### config.mk
export PLATFORM = sky130hd
export DESIGN_NAME = gpio_pb_top
export DESIGN_NICKNAME = d
export VERILOG_FILES = /design/src/rtl/gpio_pb_pkg.sv /design/src/rtl/gpio_pb_decode.sv /design/src/rtl/gpio_pb_sync.sv /design/src/rtl/gpio_pb_bank.sv /design/src/rtl/gpio_pb_drive.sv /design/src/rtl/gpio_pb_top.sv
export SDC_FILE = /design/constraint.sdc
export NUM_CORES = 1
export LEC_CHECK = 0
export BUFFER_PORTS_ARGS = -buffer_cell sky130_fd_sc_hd__buf_2
export CAP_MARGIN = 20
export CORE_UTILIZATION = 60
export CTS_BUF_LIST = sky130_fd_sc_hd__clkbuf_8
export CTS_CLUSTER_DIAMETER = 40
export DETAILED_ROUTE_END_ITERATION = 16
export PLACE_DENSITY = 0.9
export SYNTH_ARGS = -nofsm -noshare
export SYNTH_HDL_FRONTEND = slang
export SYNTH_SLANG_ARGS = --single-unit
### constraint.sdc
create_clock -name clk -period 2.3 [get_ports clk]
set_clock_uncertainty 0.05 [all_clocks]
set_input_delay 0.345 -clock clk [delete_from_list [all_inputs] [get_ports clk]]
set_output_delay 0.345 -clock clk [all_outputs]
set_load 0.02 [all_outputs]
### src/rtl/gpio_pb_pkg.sv
`timescale 1ns/1ps
package gpio_pb_pkg;
   localparam int NUM_FEAT = 6;

   typedef enum logic [2:0] {
      FEAT_VAL = 3'd0,
      FEAT_OE  = 3'd1,
      FEAT_OD  = 3'd2,
      FEAT_PU  = 3'd3,
      FEAT_PD  = 3'd4,
      FEAT_IE  = 3'd5
   } feat_e;

   localparam int OFS_READBACK = 'h30;

   // Byte offset of each feature register within a bank
   function automatic int feat_offset(input int f);
      case (f)
         0:       feat_offset = 'h00;
         1:       feat_offset = 'h04;
         2:       feat_offset = 'h08;
         3:       feat_offset = 'h18;
         4:       feat_offset = 'h1C;
         default: feat_offset = 'h20;
      endcase
   endfunction
endpackage

### src/rtl/gpio_pb_decode.sv
`timescale 1ns/1ps
module gpio_pb_decode
   import gpio_pb_pkg::*;
#(
   parameter int ADDR_W = 8
) (
   input  logic [ADDR_W-1:0]   addr,
   output logic                bank_hi,
   output logic [NUM_FEAT-1:0] feat_hit,
   output logic                rb_hit
);
   localparam int OFS_W = ADDR_W - 1;

   logic [OFS_W-1:0] ofs;

   always_comb begin
      bank_hi = addr[ADDR_W-1];
      ofs     = addr[OFS_W-1:0];
      for (int f = 0; f < NUM_FEAT; f++) begin
         feat_hit[f] = (ofs == OFS_W'(feat_offset(f)));
      end
      rb_hit = (ofs == OFS_W'(OFS_READBACK));
   end
endmodule

### src/rtl/gpio_pb_sync.sv
`timescale 1ns/1ps
module gpio_pb_sync #(
   parameter int WIDTH  = 16,
   parameter int STAGES = 2
) (
   input  logic             clk,
   input  logic             rst_n,
   input  logic [WIDTH-1:0] d,
   output logic [WIDTH-1:0] q
);
   generate
      if (STAGES < 2) begin : g_bad_stages
         $error("gpio_pb_sync: STAGES must be at least 2");
      end
   endgenerate

   logic [STAGES-1:0][WIDTH-1:0] chain;

   always_ff @(posedge clk or negedge rst_n) begin
      if (!rst_n) begin
         chain <= '0;
      end else begin
         chain[0] <= d;
         for (int i = 1; i < STAGES; i++) begin
            chain[i] <= chain[i-1];
         end
      end
   end

   assign q = chain[STAGES-1];
endmodule

### src/rtl/gpio_pb_bank.sv
`timescale 1ns/1ps
module gpio_pb_bank
   import gpio_pb_pkg::*;
#(
   parameter int PINS        = 16,
   parameter int SYNC_STAGES = 2
) (
   input  logic                           clk,
   input  logic                           rst_n,
   input  logic                           wr_en,
   input  logic [NUM_FEAT-1:0]            feat_hit,
   input  logic [PINS-1:0]                set_bits,
   input  logic [PINS-1:0]                clr_bits,
   input  logic [PINS-1:0]                pad_in,
   output logic [NUM_FEAT-1:0][PINS-1:0]  feat_q,
   output logic [PINS-1:0]                rb_q
);
   logic [PINS-1:0] pin_sync;

   genvar f;
   generate
      for (f = 0; f < NUM_FEAT; f++) begin : g_feat
         logic [PINS-1:0] q;
         always_ff @(posedge clk or negedge rst_n) begin
            if (!rst_n) begin
               q <= '0;
            end else if (wr_en && feat_hit[f]) begin
               // clear side applied last, so it wins on a conflict
               q <= (q | set_bits) & ~clr_bits;
            end
         end
         assign feat_q[f] = q;
      end
   endgenerate

   gpio_pb_sync #(
      .WIDTH (PINS),
      .STAGES(SYNC_STAGES)
   ) u_sync (
      .clk  (clk),
      .rst_n(rst_n),
      .d    (pad_in),
      .q    (pin_sync)
   );

   assign rb_q = pin_sync & feat_q[FEAT_IE];
endmodule

### src/rtl/gpio_pb_drive.sv
`timescale 1ns/1ps
module gpio_pb_drive #(
   parameter int PINS  = 16,
   parameter bit OD_EN = 1'b1
) (
   input  logic [PINS-1:0] lvl,
   input  logic [PINS-1:0] drv_en,
   input  logic [PINS-1:0] od_mode,
   output logic [PINS-1:0] pad_out,
   output logic [PINS-1:0] pad_oe,
   output logic [PINS-1:0] pad_od
);
   genvar p;
   generate
      if (OD_EN) begin : g_od
         for (p = 0; p < PINS; p++) begin : g_pin
            always_comb begin
               if (od_mode[p]) begin
                  pad_out[p] = 1'b0;
                  pad_oe[p]  = drv_en[p] & ~lvl[p];
               end else begin
                  pad_out[p] = lvl[p];
                  pad_oe[p]  = drv_en[p];
               end
            end
         end
         assign pad_od = od_mode;
      end else begin : g_push_pull
         logic unused_od;
         assign unused_od = ^od_mode;
         assign pad_out   = lvl;
         assign pad_oe    = drv_en;
         assign pad_od    = '0;
      end
   endgenerate
endmodule

### src/rtl/gpio_pb_top.sv
`timescale 1ns/1ps
module gpio_pb_top
   import gpio_pb_pkg::*;
#(
   parameter int PINS_PER_BANK = 16,
   parameter int ADDR_W        = 8,
   parameter int SYNC_STAGES   = 2,
   parameter bit OD_EN         = 1'b1
) (
   input  logic                         clk,
   input  logic                         rst_n,
   input  logic [ADDR_W-1:0]            bus_addr,
   input  logic                         bus_wr,
   input  logic [2*PINS_PER_BANK-1:0]   bus_wdata,
   input  logic                         bus_rd,
   output logic [2*PINS_PER_BANK-1:0]   bus_rdata,
   input  logic [2*PINS_PER_BANK-1:0]   pad_in,
   output logic [2*PINS_PER_BANK-1:0]   pad_out,
   output logic [2*PINS_PER_BANK-1:0]   pad_oe,
   output logic [2*PINS_PER_BANK-1:0]   pad_od,
   output logic [2*PINS_PER_BANK-1:0]   pad_pu,
   output logic [2*PINS_PER_BANK-1:0]   pad_pd
);
   localparam int P      = PINS_PER_BANK;
   localparam int DATA_W = 2 * P;
   localparam int BANKS  = 2;

   generate
      if (ADDR_W < 7) begin : g_bad_addr
         $error("gpio_pb_top: ADDR_W too small for the register layout");
      end
      if (P < 1 || P > 16) begin : g_bad_pins
         $error("gpio_pb_top: PINS_PER_BANK must be 1..16");
      end
   endgenerate

   logic                          bank_hi;
   logic [NUM_FEAT-1:0]           feat_hit;
   logic                          rb_hit;
   logic [NUM_FEAT-1:0][P-1:0]    bank_feat [BANKS];
   logic [P-1:0]                  bank_rb   [BANKS];
   logic [DATA_W-1:0]             rd_word;

   gpio_pb_decode #(.ADDR_W(ADDR_W)) u_dec (
      .addr    (bus_addr),
      .bank_hi (bank_hi),
      .feat_hit(feat_hit),
      .rb_hit  (rb_hit)
   );

   genvar b;
   generate
      for (b = 0; b < BANKS; b++) begin : g_bank
         logic wr_this;
         assign wr_this = bus_wr && (bank_hi == b[0]);

         gpio_pb_bank #(
            .PINS       (P),
            .SYNC_STAGES(SYNC_STAGES)
         ) u_bank (
            .clk     (clk),
            .rst_n   (rst_n),
            .wr_en   (wr_this),
            .feat_hit(feat_hit),
            .set_bits(bus_wdata[P-1:0]),
            .clr_bits(bus_wdata[DATA_W-1:P]),
            .pad_in  (pad_in[b*P +: P]),
            .feat_q  (bank_feat[b]),
            .rb_q    (bank_rb[b])
         );

         gpio_pb_drive #(
            .PINS (P),
            .OD_EN(OD_EN)
         ) u_drive (
            .lvl    (bank_feat[b][FEAT_VAL]),
            .drv_en (bank_feat[b][FEAT_OE]),
            .od_mode(bank_feat[b][FEAT_OD]),
            .pad_out(pad_out[b*P +: P]),
            .pad_oe (pad_oe[b*P +: P]),
            .pad_od (pad_od[b*P +: P])
         );

         assign pad_pu[b*P +: P] = bank_feat[b][FEAT_PU];
         assign pad_pd[b*P +: P] = bank_feat[b][FEAT_PD];
      end
   endgenerate

   always_comb begin
      rd_word = '0;
      for (int f = 0; f < NUM_FEAT; f++) begin
         if (feat_hit[f]) rd_word[P-1:0] = bank_feat[bank_hi][f];
      end
      if (rb_hit) rd_word[P-1:0] = bank_rb[bank_hi];
   end

   always_ff @(posedge clk or negedge rst_n) begin
      if (!rst_n) begin
         bus_rdata <= '0;
      end else if (bus_rd) begin
         bus_rdata <= rd_word;
      end
   end
endmodule

==> results by group, run 1 <==
Timing
  • Achievable clock frequency: 507.7 MHz
  • Number of endpoints with negative hold slack in the final report: 0
  • Min Clock Period, post-route: 1.970 ns
  • Headroom to the max-slew limit: 0.5045
  • Share of the clock period used by the worst path after layout: 0.8563
  • Slew at the pin with the worst max-slew slack: 0.7332 ns
  • Slew Viols, Final: 0
  • Final count of negative-setup-slack endpoints: 0
  • Hold Worst Slack: 0.1100 ns
  • Setup repair after global routing missed its margin: false

Power and ir drop
  • Static Leakage: 7.432 nW
  • Post-route total power: 0.01028 W
  • Pwr/cell area: 689.1 nW/um^2
  • Worst VDD drop: 0.0003957 V
  • NetSw: 0.002878 W
  • Clock power frac: 0.367
  • Combinational share of power: 0.126
  • Proportion of power drawn by flip-flops and latches: 0.507
  • Switching Fraction: 0.2800
  • Internal Pwr Total: 0.007398 W

Clock tree
  • H-tree Lvls: 2
  • Clock sink count: 272
  • Post-cts sizing count: 0
  • Number of buffers created by CTS: 41
  • Clock transition time at the flip-flop clock pins of the worst setup and hold paths: 0.06 ns
  • Root Driver: clkbuf_8
  • TritonCTS clock tree: yes
  • Maximum buffer depth of the clock tree: 3
  • Clock latency on the worst-skew pair: 0.56 ns

Cells and area
  • Final std cells w/o fill: 1752
  • Summed area of non-filler cells in the final layout: 14910 um^2
  • Growth of design area from synthesis to finish: 16.32%
  • Proportion of layout cells with a drive suffix above 1: 0.2493
  • Final net count: 1522

Worst hold path
  • Path class of the lowest-slack min-delay path: in2reg

Synthesis
  • Fraction of synthesized cell area taken by the top area cell type: 0.5309
  • Distinct cell type count of the synthesized netlist: 42
  • Cell types occupying the most area after synthesis: dfrtp_1 (53%), a21oi_1 (15%), buf_4 (6.6%)
  • Syn Inst Count: 1275
  • Count of synthesis-stage warnings from yosys: 0
  • Synthesized area: 12820 um^2
  • Proportion of synthesized chip area in sequential cells: 0.5309
  • Synthesized flop and latch total: 272
  • Top flip-flop cell by instance count after synthesis: dfrtp_1
  • Share of synthesized flip-flops with an asynchronous set or reset: 1.000
  • Library cell occupying the most area in the post-synthesis netlist: dfrtp_1
  • Top-count cell post-synth: a21oi_1
  • Most frequent cells after synthesis: a21oi_1 (394), dfrtp_1 (272), buf_4 (112)
  • Post-synth EDFFs: 0
  • Mean instance size in the synthesized netlist: 10.05 um^2

Worst setup path
  • Endpoint of the lowest-slack register-to-register path: bus_rdata[8]$_DFFE_PN0P_
  • Top Family by Delay on Critical Path: flip-flops
  • Worst-path cell chain: a21boi_0 > buf_2
  • Worst R2R Setup Slack: 0.82 ns
  • CP required: 1.90 ns
  • Worst Setup Start Kind: flop
  • Logic depth of the worst path, buffers included: 2
  • R2R cell count: 4
  • Critical Path Start: g_bank[0].u_bank.g_feat[2].q[13]$_DFFE_PN0P_
  • Buffers and inverters on the worst path: 1
  • Slowest-stage cell, CP: dfrtp_1
  • Critical path start-end classification: reg2out
  • Kind of end point of the critical path: output pin
  • Critical Path Fanout Max: 5
  • Data arrival time of the worst path: 1.57 ns
  • CP peak stage delay: 0.45 ns
  • Crit Reg-Reg Startpoint: g_bank[1].u_bank.g_feat[1].q[8]$_DFFE_PN0P_
  • Destination of the critical timing path: pad_oe[13]

Placed design
  • Placed wire-length estimate: 25110 um
  • Number of placed cells counting well taps: 1645
  • Number of buffers added on ports: 251
  • Weighted congestion reported at the end of routability-driven placement: 0.9873
  • Placed standard-cell area: 13800 um^2

Floorplanning
  • Height of the die: 148.2 um
  • I/O pins: 268
  • Core region area: 20960 um^2
  • Die Wd: 148.2 um
  • Std-Cell Rows: 53
  • Die Outline Area: 21950 um^2
  • Initial cell density of the core: 0.6118

Job
  • Maxcap violations: 0

Global route
  • First-pass GRT wire length: 58610 um
  • Pin count of the biggest net entering global routing: 73
  • Number of antenna violations at the first check in global routing: 0
  • Global route total overflow: 0
  • Number of global-route vias before repair: 10.74k
  • Global-route total usage across every layer: 0.3469

Route
  • Via density per instance: 6.377
  • Number of vias in the routed layout: 11.17k
  • Total Routed Length: 37970 um
  • Count of unresolved DRC violations after routing: 0
  • Average routed wire per standard cell: 21.67 um
  • Number of detailed-routing iterations run before antenna repair: 6
  • Post-route ant nets: 0
  • Number of DRC violations after detailed-routing iteration 0: 1481

Run status
  • Outcome: complete, no violations
## worst min path at each step
| stage | start | to | slack (ns) | cells after the start |
|---|---|---|---|---|
| final | bus_wdata[28] | g_bank[1].u_bank.g_feat[2].q[12]$_DFFE_PN0P_ | 0.11 | 2 |
| after global routing | bus_wdata[28] | g_bank[0].u_bank.g_feat[3].q[12]$_DFFE_PN0P_ | 0.10 | 2 |
| after CTS | bus_wdata[28] | g_bank[0].u_bank.g_feat[3].q[12]$_DFFE_PN0P_ | 0.09 | 2 |
| after detailed placement | g_bank[0].u_bank.u_sync.chain[13]$_DFF_PN0_ | g_bank[0].u_bank.u_sync.q[13]$_DFF_PN0_ | 0.28 | 0 |
| after global placement | g_bank[1].u_bank.u_sync.chain[6]$_DFF_PN0_ | g_bank[1].u_bank.u_sync.q[6]$_DFF_PN0_ | 0.28 | 0 |
| after floorplan | rst_n | bus_rdata[0]$_DFFE_PN0P_ | -0.0006 | 0 |
## cells by family (layout without fill, tap and decap cells)
logic type,Yosys count,in the layout,share of synthesized area
simple gates,165,165,0.07798
other cells,1,17,0.0002925
mux,69,69,0.05387
flops,272,272,0.5309
buf+inv,224,410,0.1012
compound gates,544,544,0.2357
## metal layers
metal | GRT usage | share of wire
met1 | 0.4973 | 0.38
met2 | 0.5138 | 0.45
met3 | 0.06319 | 0.12
met4 | 0.1665 | 0.048
met5 | 0 | 0
## stage by stage
stage                     setup slack (ns)    util  setup TNS, ns
after floorplan                     0.2587       -              0
after global placement            0.004938  0.6583              0
after detailed placement          -0.02985  0.6583        -0.1650
after CTS                           0.3341  0.7115              0
after global routing                0.2744  0.7115              0
final                               0.3304  0.7116              0
## sequential cells by signal, summed over array words and instances, names as in the netlist
| signal | cells |
|---|---|
| bus_rdata | 16 |
| g_bank.u_bank.g_feat.q | 192 |
| g_bank.u_bank.u_sync.chain | 32 |
| g_bank.u_bank.u_sync.q | 32 |
## layout by cell type (no fill, tap or decap), types with 2 or more instances in the layout
cell type	count
nor4_2	4
nor2_1	12
a22oi_1	5
buf_4	35
a32oi_1	11
clkinvlp_4	2
a211oi_1	21
o22a_1	11
clkbuf_8	49
or3_1	2
o211ai_1	5
nor2b_1	69
clkinv_2	3
buf_12	12
nor3_4	8
o22ai_1	31
a21oi_1	394
dlygate4sd3_1	33
nand4_1	5
nand2b_1	27
nand3_1	6
a31oi_1	11
inv_1	24
a21boi_0	32
dfrtp_1	272
nand2_1	20
o21ai_0	21
mux2i_1	69
buf_2	249
conb_1	16
## repair_timing
action,4_1_cts,5_1_grt
hold buffers,33,0
endpoints found under the hold margin,98,0
buffers inserted,0,0
## layout make-up
| cell class | instances | area (um^2) |
|---|---|---|
| antenna | 1 | 2.502 |
| clock buffer | 49 | 674.4 |
| clock inverter | 24 | 108.9 |
| fill | 1451 | 6043 |
| inverter | 6 | 22.52 |
| multi-input combinational | 794 | 4847 |
| sequential | 272 | 6807 |
| tap | 275 | 344.1 |
| timing repair buffer | 331 | 2106 |
## power groups by stage
stage                     Clock (W)  Combinational (W)  Sequential [W]
after floorplan                   0           0.000823         0.00524
after global placement            0            0.00118         0.00527
after detailed placement          0            0.00122         0.00528
after CTS                   0.00378            0.00127         0.00520
after global routing        0.00401            0.00139         0.00523
final                       0.00377            0.00129         0.00521
No activity file was read; power rests on OpenSTA's default activity.
==> run 2: changes to the inputs <==
--- a/config.mk
+++ b/config.mk
@@ -12,5 +12,5 @@
 export CTS_CLUSTER_DIAMETER = 40
 export DETAILED_ROUTE_END_ITERATION = 16
-export PLACE_DENSITY = 0.9
+export PLACE_DENSITY = 0.83
 export SYNTH_ARGS = -nofsm -noshare
 export SYNTH_HDL_FRONTEND = slang
==> constraint.sdc (replaced) <==
create_clock -name clk -period 2.3 [get_ports clk]
set_clock_uncertainty 0.05 [all_clocks]
set_input_delay 0.23 -clock clk [delete_from_list [all_inputs] [get_ports clk]]
set_output_delay 0.23 -clock clk [all_outputs]
set_load 0.02 [all_outputs]
==> run 2 against run 1 <==
Against the previous run: the run now ends with design-rule violations left; critical path depth is the same; sequential share of layout area shrank 0.53 points; sequential cell count is the same; sequential power is essentially flat; critical path type unchanged.
==> results by group, run 2 (synthesis gave the netlist of run 1 again) <==
Job
  • Maxcap violations: 0 (unchanged)

Power and ir drop
  • Static Leakage: 7.478 nW (+0.62%)
  • Worst VDD drop: 0.0003520 V (-11%)
  • Pwr/cell area: 706.0 nW/um^2 (+2.5%)
  • Post-route total power: 0.01065 W (+3.6%)

Worst setup path
  • Worst Setup Start Kind: flop
  • Critical path start-end classification: reg2out
  • Worst-path cell chain: a21boi_0 > buf_2
  • CP required: 2.02 ns (+0.12 ns)
  • CP peak stage delay: 0.46 ns (about the same)
  • Critical Path Start: g_bank[1].u_bank.g_feat[2].q[13]$_DFFE_PN0P_
  • Critical Path Fanout Max: 5 (unchanged)
  • Kind of end point of the critical path: output pin
  • Slowest-stage cell, CP: dfrtp_1
  • Data arrival time of the worst path: 1.58 ns (about the same)
  • Crit Reg-Reg Startpoint: g_bank[1].u_bank.g_feat[0].q[7]$_DFFE_PN0P_

Timing
  • Headroom to the max-slew limit: 0.5277 (+0.02321)
  • Share of the clock period used by the worst path after layout: 0.8094 (-0.04694)
  • Setup repair after global routing missed its margin: false
  • Number of endpoints with negative hold slack in the final report: 0 (unchanged)
  • Final count of negative-setup-slack endpoints: 0 (unchanged)
  • Min Clock Period, post-route: 1.862 ns (-0.1080 ns)
  • Achievable clock frequency: 537.2 MHz (+5.8%)
  • Slew Viols, Final: 0 (unchanged)
  • Sum Neg Setup Slack: 0 ns (unchanged)
  • Slew at the pin with the worst max-slew slack: 0.7084 ns (-0.02482 ns)

Placed design
  • Number of placed cells counting well taps: 1641 (-0.24%)
  • Placed wire-length estimate: 24830 um (-1.1%)
  • Weighted congestion reported at the end of routability-driven placement: 0.9179 (-7.0%)
  • Number of buffers added on ports: 251 (unchanged)

Clock tree
  • Number of buffers created by CTS: 44 (+7.3%)
  • Clock latency on the worst-skew pair: 0.56 ns (about the same)
  • Root Driver: clkbuf_8
  • TritonCTS clock tree: yes
  • Clock transition time at the flip-flop clock pins of the worst setup and hold paths: 0.06 ns (about the same)
  • Clock sink count: 272 (unchanged)
  • H-tree Lvls: 2 (unchanged)
  • Maximum buffer depth of the clock tree: 3 (unchanged)

Cells and area
  • Regs by FF count: g_bank.u_bank.g_feat.q (192), g_bank.u_bank.u_sync.chain (32), g_bank.u_bank.u_sync.q (32)
  • Number of flip-flops under the largest register name: 192 (unchanged)
  • Leading cell types in the layout, fill and taps excluded: a21oi_1 (394), dfrtp_1 (272), buf_2 (249)
  • Final net count: 1533 (+0.72%)
  • Antenna cell count: 0 (-1)
  • Total of fill cells in the finished design: 1482 (+2.1%)
  • Growth of design area from synthesis to finish: 17.68%
  • Commonest non-fill, non-tap cell in the layout: a21oi_1
  • Proportion of layout cells with a drive suffix above 1: 0.2503 (+0.001015)
  • Sequential cell area: 6807 um^2 (unchanged)
  • Footprint of the multi-input gates: 4847 um^2 (unchanged)
  • Biggest register: g_bank.u_bank.g_feat.q
  • Final std cells w/o fill: 1757 (+0.29%)

Run status
  • Outcome: complete, but fails checks
  • Failing checks: design-rule violations

Floorplanning
  • Initial cell density of the core: 0.6118 (unchanged)
  • Die Outline Area: 21950 um^2 (unchanged)
  • I/O pins: 268 (unchanged)
  • Core region area: 20960 um^2 (unchanged)
  • Std-Cell Rows: 53 (unchanged)
  • Die Wd: 148.2 um (unchanged)
  • Height of the die: 148.2 um (unchanged)

Global route
  • Number of antenna violations at the first check in global routing: 0 (unchanged)
  • Number of global-route vias before repair: 10.53k (-1.9%)
  • Pin count of the biggest net entering global routing: 82 (+12%)
  • Global route total overflow: 0 (unchanged)
  • Global-route total usage across every layer: 0.3434 (-0.003562)
  • First-pass GRT wire length: 57840 um (-1.3%)

Worst hold path
  • Path class of the lowest-slack min-delay path: in2reg
  • Worst hold path startpoint: bus_wdata[20]

Route
  • Number of detailed-routing iterations run before antenna repair: 12 (+6)
  • Post-route ant nets: 0 (unchanged)
  • Total Routed Length: 37510 um (-1.2%)
  • Number of vias in the routed layout: 10.92k (-2.2%)
  • Via density per instance: 6.217 (-2.5%)
  • Count of unresolved DRC violations after routing: 1 (+1)
  • Number of DRC violations after detailed-routing iteration 0: 1271 (-14%)
  • Average routed wire per standard cell: 21.35 um (-1.5%)
==> run 2: cell types whose count changed in the layout (fill, tap and decap cells not counted), sizes merged <==
cell	delta
dlygate4sd3	+12
inv	-9
diode	-1
clkinvlp	-1
bufinv	+1
buf	-4
clkbuf	+7
==> run 2: worst max-delay path, delay by kind of cell, from the launching register on <==
kind            cells  cell delay, ns
flops               1            0.46
compound gates      1            0.34
buf+inv             1            0.24
==> run 2: where the power goes <==
part	switching [W]	leakage, nW	internal [W]	total, W
logic	0.000842	3.40	0.000449	0.00129
clock network	0.00186	0.481	0.00228	0.00415
registers	0.000190	3.60	0.00502	0.00521
total	0.00290	7.48	0.00775	0.0107
==> run 2: repair_timing <==
| action | CTS | global route |
|---|---|---|
| hold buffers | 45 | 0 |
| hold endpoints to repair | 194 | 0 |
| resized for setup | 0 | 0 |
| setup buffers | 0 | 0 |
==> run 2: final timing paths <==
| kind | slack [ns] | depth (start not counted) | to |
|---|---|---|---|
| hold reg to reg | 0.30 | 0 | g_bank[0].u_bank.u_sync.q[5]$_DFF_PN0_ |
| max in group asynchronous | 1.24 | 3 | g_bank[0].u_bank.g_feat[4].q[7]$_DFFE_PN0P_ |
| setup / recovery | 0.44 | 2 | pad_oe[29] |
| min in group asynchronous | 0.22 | 2 | g_bank[0].u_bank.g_feat[4].q[14]$_DFFE_PN0P_ |
| setup reg to reg | 0.83 | 4 | bus_rdata[7]$_DFFE_PN0P_ |
| hold / removal | 0.03 | 2 | g_bank[1].u_bank.g_feat[3].q[4]$_DFFE_PN0P_ |
==> run 2: through the flow <==
step                      setup WS, ns  hold WS (ns)  utilization  cell area [um^2]
after global routing            0.3623      0.009737       0.7199             15090
final                           0.4384       0.02514       0.7199             15090
after CTS                       0.4484      0.001550       0.7199             15090
after global placement          0.1376        0.2221       0.6569             13770
after floorplan                 0.3737       -0.1156            -             12880
after detailed placement       0.08200        0.2215       0.6569             13770
==> run 2: layout make-up <==
type                       instances  share of cell area
sequential                       272              0.4512
multi-input combinational        794              0.3213
timing repair buffer             339              0.1456
clock buffer                      56             0.05109
tap                              275             0.02281
clock inverter                    15            0.006552
inverter                           6            0.001493
==> run 2: metal layers <==
metal	up-vias	share of wire	wire length (um)	GRT usage
li1	4789	-	-	-
met1	5288	0.40	15030	0.4869
met2	744	0.45	17030	0.5185
met3	103	0.11	4292	0.07669
met4	0	0.031	1154	0.1304
met5	-	0	0	0
==> run 3: changes to the inputs <==
Settings changed: CORE_UTILIZATION 60 to 51, PLACE_DENSITY 0.83 to 0.75.
Clock period 2.3 ns to 1.7 ns, I/O delays scaled along.
==> run 3 against run 2 <==
Against the previous run: the flow now finishes without violations; worst hold slack better by 0.048 ns; wire length rose by 4.9%; clock-buffer cell count fell by 1; via count grew 2.3%; clock power is 35% higher; largest power group unchanged; highest routed layer is now met5.
==> results by group, run 3 (synthesis gave the netlist of run 1 again) <==
Worst setup path
  • Kind of end point of the critical path: output pin
  • Slowest-stage cell, CP: dfrtp_1
  • Endpoint of the lowest-slack register-to-register path: bus_rdata[14]$_DFFE_PN0P_
  • Critical Path Fanout Max: 5 (unchanged)
  • Worst-path cell chain: a21boi_0 > buf_2
  • Crit Reg-Reg Startpoint: g_bank[0].u_bank.g_feat[5].q[14]$_DFFE_PN0P_
  • Data arrival time of the worst path: 1.46 ns (-0.12 ns)
  • R2R cell count: 4 (unchanged)
  • CP required: 1.48 ns (-0.54 ns)
  • CP peak stage delay: 0.43 ns (-0.03 ns)
  • Critical path start-end classification: reg2out
  • Worst R2R Setup Slack: 0.39 ns (-0.44 ns)
  • Worst Setup Start Kind: flop

Global route
  • Pin count of the biggest net entering global routing: 52 (-37%)
  • Global-route total usage across every layer: 0.3059 (-0.03749)
  • Number of antenna violations at the first check in global routing: 4 (+4)
  • Global route total overflow: 0 (unchanged)
  • First-pass GRT wire length: 61000 um (+5.5%)
  • Number of global-route vias before repair: 10.77k (+2.2%)

Timing
  • Setup repair after global routing missed its margin: false
  • Slew Viols, Final: 0 (unchanged)
  • Slew at the pin with the worst max-slew slack: 0.6027 ns (-0.1057 ns)
  • Hold Worst Slack: 0.07301 ns (+0.04787 ns)
  • Share of the clock period used by the worst path after layout: 0.9900
  • Minimum setup slack in the final design: 0.01703 ns (-0.4214 ns)
  • Headroom to the max-slew limit: 0.5927 (+0.06502)
  • Achievable clock frequency: 594.2 MHz
  • Min Clock Period, post-route: 1.683 ns
  • Sum Neg Setup Slack: 0 ns (unchanged)
  • Final count of negative-setup-slack endpoints: 0 (unchanged)
  • Number of endpoints with negative hold slack in the final report: 0 (unchanged)

Route
  • Count of unresolved DRC violations after routing: 0 (-1)
  • Number of DRC violations after detailed-routing iteration 0: 1044 (-18%)
  • Post-route ant nets: 0 (unchanged)
  • Average routed wire per standard cell: 20.99 um (-1.7%)
  • Total Routed Length: 39360 um (+4.9%)
  • Number of detailed-routing iterations run before antenna repair: 6 (-6)
  • Number of vias in the routed layout: 11.18k (+2.3%)
  • Via density per instance: 5.962 (-4.1%)

Floorplanning
  • Die Wd: 160.5 um (+8.4%)
  • I/O pins: 268 (unchanged)
  • Height of the die: 160.5 um (+8.4%)
  • Die Outline Area: 25770 um^2 (+17%)
  • Core region area: 24460 um^2 (+17%)
  • Std-Cell Rows: 57 (+7.5%)
  • Initial cell density of the core: 0.5241 (-0.08771)

Cells and area
  • Number of flip-flops under the largest register name: 192 (unchanged)
  • Regs by FF count: g_bank.u_bank.g_feat.q (192), g_bank.u_bank.u_sync.chain (32), g_bank.u_bank.u_sync.q (32)
  • Leading cell types in the layout, fill and taps excluded: a21oi_1 (394), dfrtp_1 (272), buf_2 (249)
  • Commonest non-fill, non-tap cell in the layout: a21oi_1
  • Biggest register: g_bank.u_bank.g_feat.q
  • Proportion of layout cells with a drive suffix above 1: 0.2660 (+0.01564)
  • Final core occ: 0.6441 (-0.07585)
  • Final net count: 1590 (+3.7%)
  • Growth of design area from synthesis to finish: 22.90%

Run status
  • Outcome: complete, no violations

Placed design
  • Weighted congestion reported at the end of routability-driven placement: 0.8744 (-4.7%)
  • Placed wire-length estimate: 25950 um (+4.5%)
  • DP Worst Slack: -0.3357 ns (-0.4177 ns)
  • Number of buffers added on ports: 251 (unchanged)

Clock tree
  • Clock latency on the worst-skew pair: 0.56 ns (about the same)
  • Clock transition time at the flip-flop clock pins of the worst setup and hold paths: 0.06 ns (about the same)
  • Clock sink count: 272 (unchanged)
  • Number of buffers created by CTS: 45 (+2.3%)
  • H-tree Lvls: 2 (unchanged)
  • Maximum buffer depth of the clock tree: 3 (unchanged)
  • Root Driver: clkbuf_8
  • TritonCTS clock tree: yes

Job
  • Maxcap violations: 0 (unchanged)

Worst hold path
  • Path class of the lowest-slack min-delay path: in2async

Power and ir drop
  • Worst VDD drop: 0.0007814 V (+120%)
  • Pwr/cell area: 919.5 nW/um^2 (+30%)
  • Static Leakage: 7.812 nW (+4.5%)
## run 3: cell count changes in the layout (fill, tap and decap cells not counted), sizes merged
| cell | change |
|---|---|
| bufinv | -1 |
| buf | +35 |
| inv | +9 |
| clkbuf | -1 |
| dlygate4sd3 | +21 |
| clkinv | +2 |
| diode | +2 |
| clkinvlp | +2 |
## run 3: routing by layer
layer | share of wire | track usage | routed length [um]
met4 | 0.031 | 0.1143 | 1203
met5 | 0.00069 | 0 | 27
met1 | 0.40 | 0.4235 | 15730
met3 | 0.10 | 0.06896 | 4108
met2 | 0.46 | 0.4717 | 18290
## run 3: through the flow
stage | instances | area [um^2] | total power, W
6_report | 1875 | 15760 | 0.01449
5_1_grt | 1875 | 15760 | 0.01504
4_1_cts | 1873 | 15750 | 0.01452
3_5_place_dp | 1725 | 14210 | 0.008843
3_3_place_gp | 1725 | 14210 | 0.008798
2_1_floorplan | 1290 | 12940 | 0.008207
## run 3: worst max path at each step
| stage | slack (ns) | cells after the start | startpoint | end |
|---|---|---|---|---|
| after floorplan | -0.1 | 6 | bus_addr[1] | bus_rdata[10]$_DFFE_PN0P_ |
| after global placement | -0.24 | 6 | bus_addr[1] | g_bank[1].u_bank.g_feat[2].q[7]$_DFFE_PN0P_ |
| after detailed placement | -0.34 | 6 | bus_addr[1] | g_bank[1].u_bank.g_feat[2].q[15]$_DFFE_PN0P_ |
| after CTS | 0.03 | 2 | g_bank[0].u_bank.g_feat[2].q[5]$_DFFE_PN0P_ | pad_oe[5] |
| after global routing | 0.006 | 2 | g_bank[1].u_bank.g_feat[2].q[2]$_DFFE_PN0P_ | pad_oe[18] |
| final | 0.02 | 2 | g_bank[0].u_bank.g_feat[2].q[5]$_DFFE_PN0P_ | pad_oe[5] |
## run 3: what timing repair did
action	in CTS	in global routing
hold buffers	66	0
endpoints found under the hold margin	498	0
pin swaps	0	0
gates resized for setup	1	4
endpoints found under the setup margin	1	4
buffers inserted	0	0
## run 3: critical path, delay by kind of cell, from the launching register on
| family | cells | cell delay, ns |
|---|---|---|
| compound gates | 1 | 0.25 |
| flops | 1 | 0.43 |
| buf+inv | 1 | 0.21 |
## run 3: power breakdown
part           leakage (nW)  internal, W  total (W)  switching [W]
Clock                 0.517      0.00294    0.00560        0.00267
Combinational          3.69     0.000694    0.00183        0.00114
Sequential             3.60      0.00679    0.00705       0.000260
Total                  7.81       0.0104     0.0145        0.00406
## run 3: area by class of cell
cell class | instances | area, um^2
antenna | 2 | 5.005
clock inverter | 27 | 126.4
tap | 324 | 405.4
clock buffer | 55 | 757.0
multi-input combinational | 794 | 4863
fill | 1921 | 8707
inverter | 6 | 22.52
timing repair buffer | 395 | 2769
sequential | 272 | 6807
